<file path="src/rtl/alc_gain_stepper.sv">
module alc_gain_stepper #(
  parameter int GW     = 7,
  parameter int SW     = 16,
  parameter int WW     = 8,
  parameter int TW     = 2,
  parameter int LVL_M2 = 26029,
  parameter int LVL_M4 = 20675,
  parameter int LVL_M6 = 16423
) (
  input  logic                 clk,
  input  logic                 rst,
  input  logic                 smp_valid,
  input  logic signed [SW-1:0] smp,
  input  logic                 thr_sel,
  input  logic [1:0]           atk_sel,
  input  logic [1:0]           rec_sel,
  input  logic                 fade_sel,
  input  logic                 zc_mode,
  input  logic [TW-1:0]        lim_tm,
  input  logic [TW-1:0]        zc_tm,
  input  logic [WW-1:0]        wait_len,
  input  logic [GW-1:0]        ref_code,
  input  logic                 fade_in_req,
  input  logic                 fade_out_req,
  output logic [GW-1:0]        gain
);
  localparam int HW = 2**TW - 1;

  logic [SW-1:0] mag;
  logic [SW-1:0] hi_lvl, lo_lvl;
  logic          hot, band, quiet;
  logic [HW-1:0] hold, hold_load;
  logic [TW-1:0] tsel;
  logic [WW-1:0] wait_cnt, wlen;
  logic          fp_in, fp_out, fpend;
  logic          lim_step, fade_go, wait_hit, rec_go;
  logic [GW-1:0] g_next;
  logic          past_ok;

  function automatic logic [GW-1:0] sub_sat(input logic [GW-1:0] g, input logic [2:0] d);
    return (g > GW'(d)) ? g - GW'(d) : '0;
  endfunction

  function automatic logic [GW-1:0] up_cap(input logic [GW-1:0] g, input logic [2:0] d,
                                           input logic [GW-1:0] r);
    logic [GW:0] s;
    s = {1'b0, g} + (GW+1)'(d);
    if (g >= r)               return g;
    else if (s > {1'b0, r})   return r;
    else                      return s[GW-1:0];
  endfunction

  assign mag    = smp[SW-1] ? SW'(-smp) : SW'(smp);
  assign hi_lvl = thr_sel ? SW'(LVL_M2) : SW'(LVL_M4);
  assign lo_lvl = thr_sel ? SW'(LVL_M4) : SW'(LVL_M6);
  assign hot    = mag >= hi_lvl;
  assign band   = !hot && (mag >= lo_lvl);
  assign quiet  = !hot && !band;

  assign tsel      = zc_mode ? zc_tm : lim_tm;
  assign hold_load = HW'((1 << tsel) - 1);
  assign fpend     = fp_in || fp_out;
  assign wlen      = (wait_len == '0) ? WW'(1) : wait_len;

  assign lim_step = smp_valid && hot && (hold == '0);
  assign fade_go  = smp_valid && !lim_step && fpend;
  assign wait_hit = smp_valid && quiet && ({1'b0, wait_cnt} + 1'b1 >= {1'b0, wlen});
  assign rec_go   = wait_hit && !fpend;

  always_comb begin
    g_next = gain;
    if (lim_step)
      g_next = sub_sat(gain, {1'b0, atk_sel} + 3'd1);
    else if (fade_go)
      g_next = fp_out ? sub_sat(gain, fade_sel ? 3'd2 : 3'd1)
                      : up_cap(gain, fade_sel ? 3'd2 : 3'd1, ref_code);
    else if (rec_go)
      g_next = up_cap(gain, {1'b0, rec_sel} + 3'd1, ref_code);
  end

  always_ff @(posedge clk) begin
    if (rst) begin
      gain     <= ref_code;
      hold     <= '0;
      wait_cnt <= '0;
      fp_in    <= 1'b0;
      fp_out   <= 1'b0;
      past_ok  <= 1'b0;
    end else begin
      past_ok <= 1'b1;
      gain    <= g_next;
      if (smp_valid) begin
        hold     <= lim_step ? hold_load : ((hold != '0) ? hold - 1'b1 : '0);
        wait_cnt <= (!quiet || wait_hit) ? '0 : wait_cnt + 1'b1;
      end
      if (fade_out_req)     begin fp_out <= 1'b1; fp_in <= 1'b0; end
      else if (fade_in_req) begin fp_out <= 1'b0; fp_in <= 1'b1; end
      else if (fade_go)     begin fp_out <= 1'b0; fp_in <= 1'b0; end
    end
  end

  assert_hold_idle_R11: assert property (@(posedge clk) disable iff (rst)
    past_ok && !smp_valid |=> $stable(gain));

  assert_ceiling_R8: assert property (@(posedge clk) disable iff (rst)
    past_ok && $stable(ref_code) && (gain > $past(gain)) |-> gain <= ref_code);

  assert_cut_down_R3: assert property (@(posedge clk) disable iff (rst)
    past_ok && smp_valid && hot && (hold == '0) |=> (gain < $past(gain)) || ($past(gain) == '0));

  assert_fade_consumed_R9: assert property (@(posedge clk) disable iff (rst)
    past_ok && fade_go && !fade_in_req && !fade_out_req |=> !fp_in && !fp_out);

  assert_pending_onehot_R9: assert property (@(posedge clk) disable iff (rst)
    past_ok |-> $onehot0({fp_in, fp_out}));

  assert_blocked_cut_R5: assert property (@(posedge clk) disable iff (rst)
    past_ok && smp_valid && hot && (hold != '0) && !fpend |=> $stable(gain));
endmodule

</file>
<file path="config.mk">
export PLATFORM = sky130hd
export DESIGN_NAME = alc_gain_stepper
export DESIGN_NICKNAME = d
export VERILOG_FILES = /design/src/rtl/alc_gain_stepper.sv
export SDC_FILE = /design/constraint.sdc
export NUM_CORES = 1
export LEC_CHECK = 0
export BUFFER_PORTS_ARGS = -buffer_cell sky130_fd_sc_hd__buf_2
export CORE_MARGIN = 2
export CORE_UTILIZATION = 59
export DETAILED_ROUTE_END_ITERATION = 8
export GPL_ROUTABILITY_DRIVEN = 0
export PLACE_DENSITY = 0.82
export SLEW_MARGIN = 20
export SYNTH_ARGS = -nofsm -noshare
export SYNTH_HDL_FRONTEND = slang
export SYNTH_SLANG_ARGS = --single-unit
</file>
<file path="constraint.sdc">
create_clock -name clk -period 4.6 [get_ports clk]
set_clock_uncertainty 0.15 [all_clocks]
set_input_delay 0.46 -clock clk [delete_from_list [all_inputs] [get_ports clk]]
set_output_delay 0.46 -clock clk [all_outputs]
set_load 0.02 [all_outputs]
</file>
==> flow_summary.toml <==
[run_status]
outcome = "finished, final reports clean"

[timing]
tns_ps = 0
hold_violations = 0
period_needed_ps = 3900
fmaxAchievable_ghz = 0.256
min_period_over_period = 0.848
report.final.slew_viol_count = 0
tightest_slew_ps = 623
setup_ws_ps = 700
slew_headroom = 0.574
finalSetupViolCount = 0
rsz0062_at_grt = "no"

[route]
drt_first_pass_iters = 5
vias = 3628
routedWlPerCell_um = 15.5
wirelength_um = 9000
drt_iter0_drc = 309
viasPerCell = 6.27
ant_nets = 0
drc = 0

[cts]
cts-buffers-inserted = 3
root_buffer = "clkbuf_8"
insertion_delay_ps = 270
clkTransAtPathRegs_ps = 70
cts.sinks = 20
clock_path_buffers = 2
cts_htree_levels = 1
cts_setup_buffers = 0
cts_hold_buf = 0
cts_resized = 0
cts_tree = "built"

[critical_path]
critPathRequiredTime_ps = 4440
timing.reg2reg.setup_slack_ps = 750
critPathCaptureType = "register"
crit_arrival_ps = 3740
r2r_cells = 13
startpoint_type = "primary input"
path_max_fanout = 10
r2r_start = "gain[1]"
reg2reg_to = "gain[3]"
path_class = "primary input to register"

[logic_synthesis]
yosys_warnings = 0
yosys-top-cells-area = "ha_1 (20%), dfxtp_1 (7.2%), edfxtp_1 (5.8%)"
synth_ff_type = "dfxtp_1"
ys_ff_latch = 20
synth_largest_area_cell = "ha_1"
syn-cell-area_mm2 = 0.00363
synth-edff-count = 7
synth_area_per_cell_um2 = 7.89
synth_top_area_frac = 0.200
ys_async_sr_fraction = 0
ys_types = 70
seq_area_frac_synth = 0.130
syn_inst = 460
syn_nets = 569

[global_route]
grt_overflow_total = 0
grt_max_degree = 24
antenna_found_initial = 0
grt_pass1_wl_um = 14700
grt_pass1_vias = 3277
grtUsageTotal = 0.276

[flow_run]
maxCapViolCount = 0

[hold_path]
min_from = "fade_in_req"
holdPathEnd = "fp_in"
hp-class = "primary input to register"
whs_path_depth = 3

[finish]
fill_cells = 525
most-common-layout-cells = "ha_1 (58), buf_2 (53), inv_1 (41)"
diodes = 0
final_common_cell = "ha_1"
syn2layout_area_growth_pct = 9.75
drive_above_1_share = 0.147
final_nets = 614
ff_latch_area_um2 = 470
multi_input_area_mm2 = 0.00293

[power_and_ir_drop]
power.static_leakage_uw = 0.00180
power.density_mw_per_mm2 = 288
ir_drop_v = 0.000224

[place]
numPortBuffers = 53
hpwlAfterDp_um = 7380
dp_slack_ps = 422

[floorplanning]
die_h_um = 82.5
core_area_mm2 = 0.00592
die_area_mm2 = 0.00680
num_rows = 28
die_w_um = 82.5
start_util = 0.613
io-pin-count = 54
-- flip-flops by register name, indices dropped and copies added, names as in the netlist --
name	count
gain	7
fp_in	1
fp_out	1
wait_cnt	8
hold	3
-- area by class of cell --
cell class | count | share of cell area
well taps | 75 | 0.0235
clock buffers | 4 | 0.0113
flip-flops and latches | 20 | 0.118
inverters | 41 | 0.0386
repair buffers | 57 | 0.0741
multi-input cells | 382 | 0.734
-- worst max path at each step --
stage,to,slack [ps],start,depth (start not counted)
2_1_floorplan,gain[0],770,smp[9],12
3_3_place_gp,gain[1],530,smp[4],11
3_5_place_dp,gain[2],420,smp[4],11
4_1_cts,gain[2],700,smp[4],11
5_1_grt,gain[3],390,gain[1],13
6_report,gain[2],700,smp[4],11
-- cells by family after synthesis --
family	Yosys count	synth area share
xor gates and xnor gates	35	0.0844
adders and majority gates	62	0.222
AOI/OAI and AO/OA	145	0.297
DFF	20	0.130
muxes	6	0.0169
and+or+nand+nor	134	0.185
buffers and inverters	58	0.0644
-- synthesized netlist by cell type (10+ instances only) --
master	instances
dfxtp_1	13
o211ai_1	10
nand2b_1	10
xnor2_1	21
a21oi_1	22
nand3_1	17
ha_1	58
nor3_1	14
xor2_1	14
nand2_1	24
o21ai_0	29
nor2_1	33
inv_1	41
-- metrics by stage --
step / hold WS (ps) / instances / power, uW / util / instance area [um2]
floorplan: 334 / 460 / 805 / - / 3630
detailed placement: 356 / 575 / 1010 / 0.665 / 3940
global route: 344 / 579 / 1250 / 0.673 / 3990
CTS: 329 / 579 / 1130 / 0.673 / 3990
finish: 337 / 579 / 1150 / 0.673 / 3990
global placement: 346 / 575 / 986 / 0.665 / 3940
-- per-layer routing --
layer,routed length [um],global-route usage,part of all wire,up-vias
met1,3980,0.366,0.44,1663
met3,638,0.0359,0.071,15
li1,-,-,-,1818
met5,0,0,0,-
met4,141,0.0800,0.016,0
met2,4230,0.465,0.47,132
-- critical path, cell delays in order --
cell and delay (ps):
buf_2 130, or4_4 590, or3_1 350, o31ai_1 260
xnor2_1 150, ha_1 360, nand2_1 80, o31ai_1 400
o21a_1 430, a211oi_4 130, a211o_1 400
-- power by group --
group          total (uW)  leakage, uW  switching [uW]  internal, uW
Combinational         755      0.00160             430           324
Clock                 122    0.0000228            59.8          61.8
Sequential            270     0.000176            57.7           212
(Power assumes the default switching activity.)
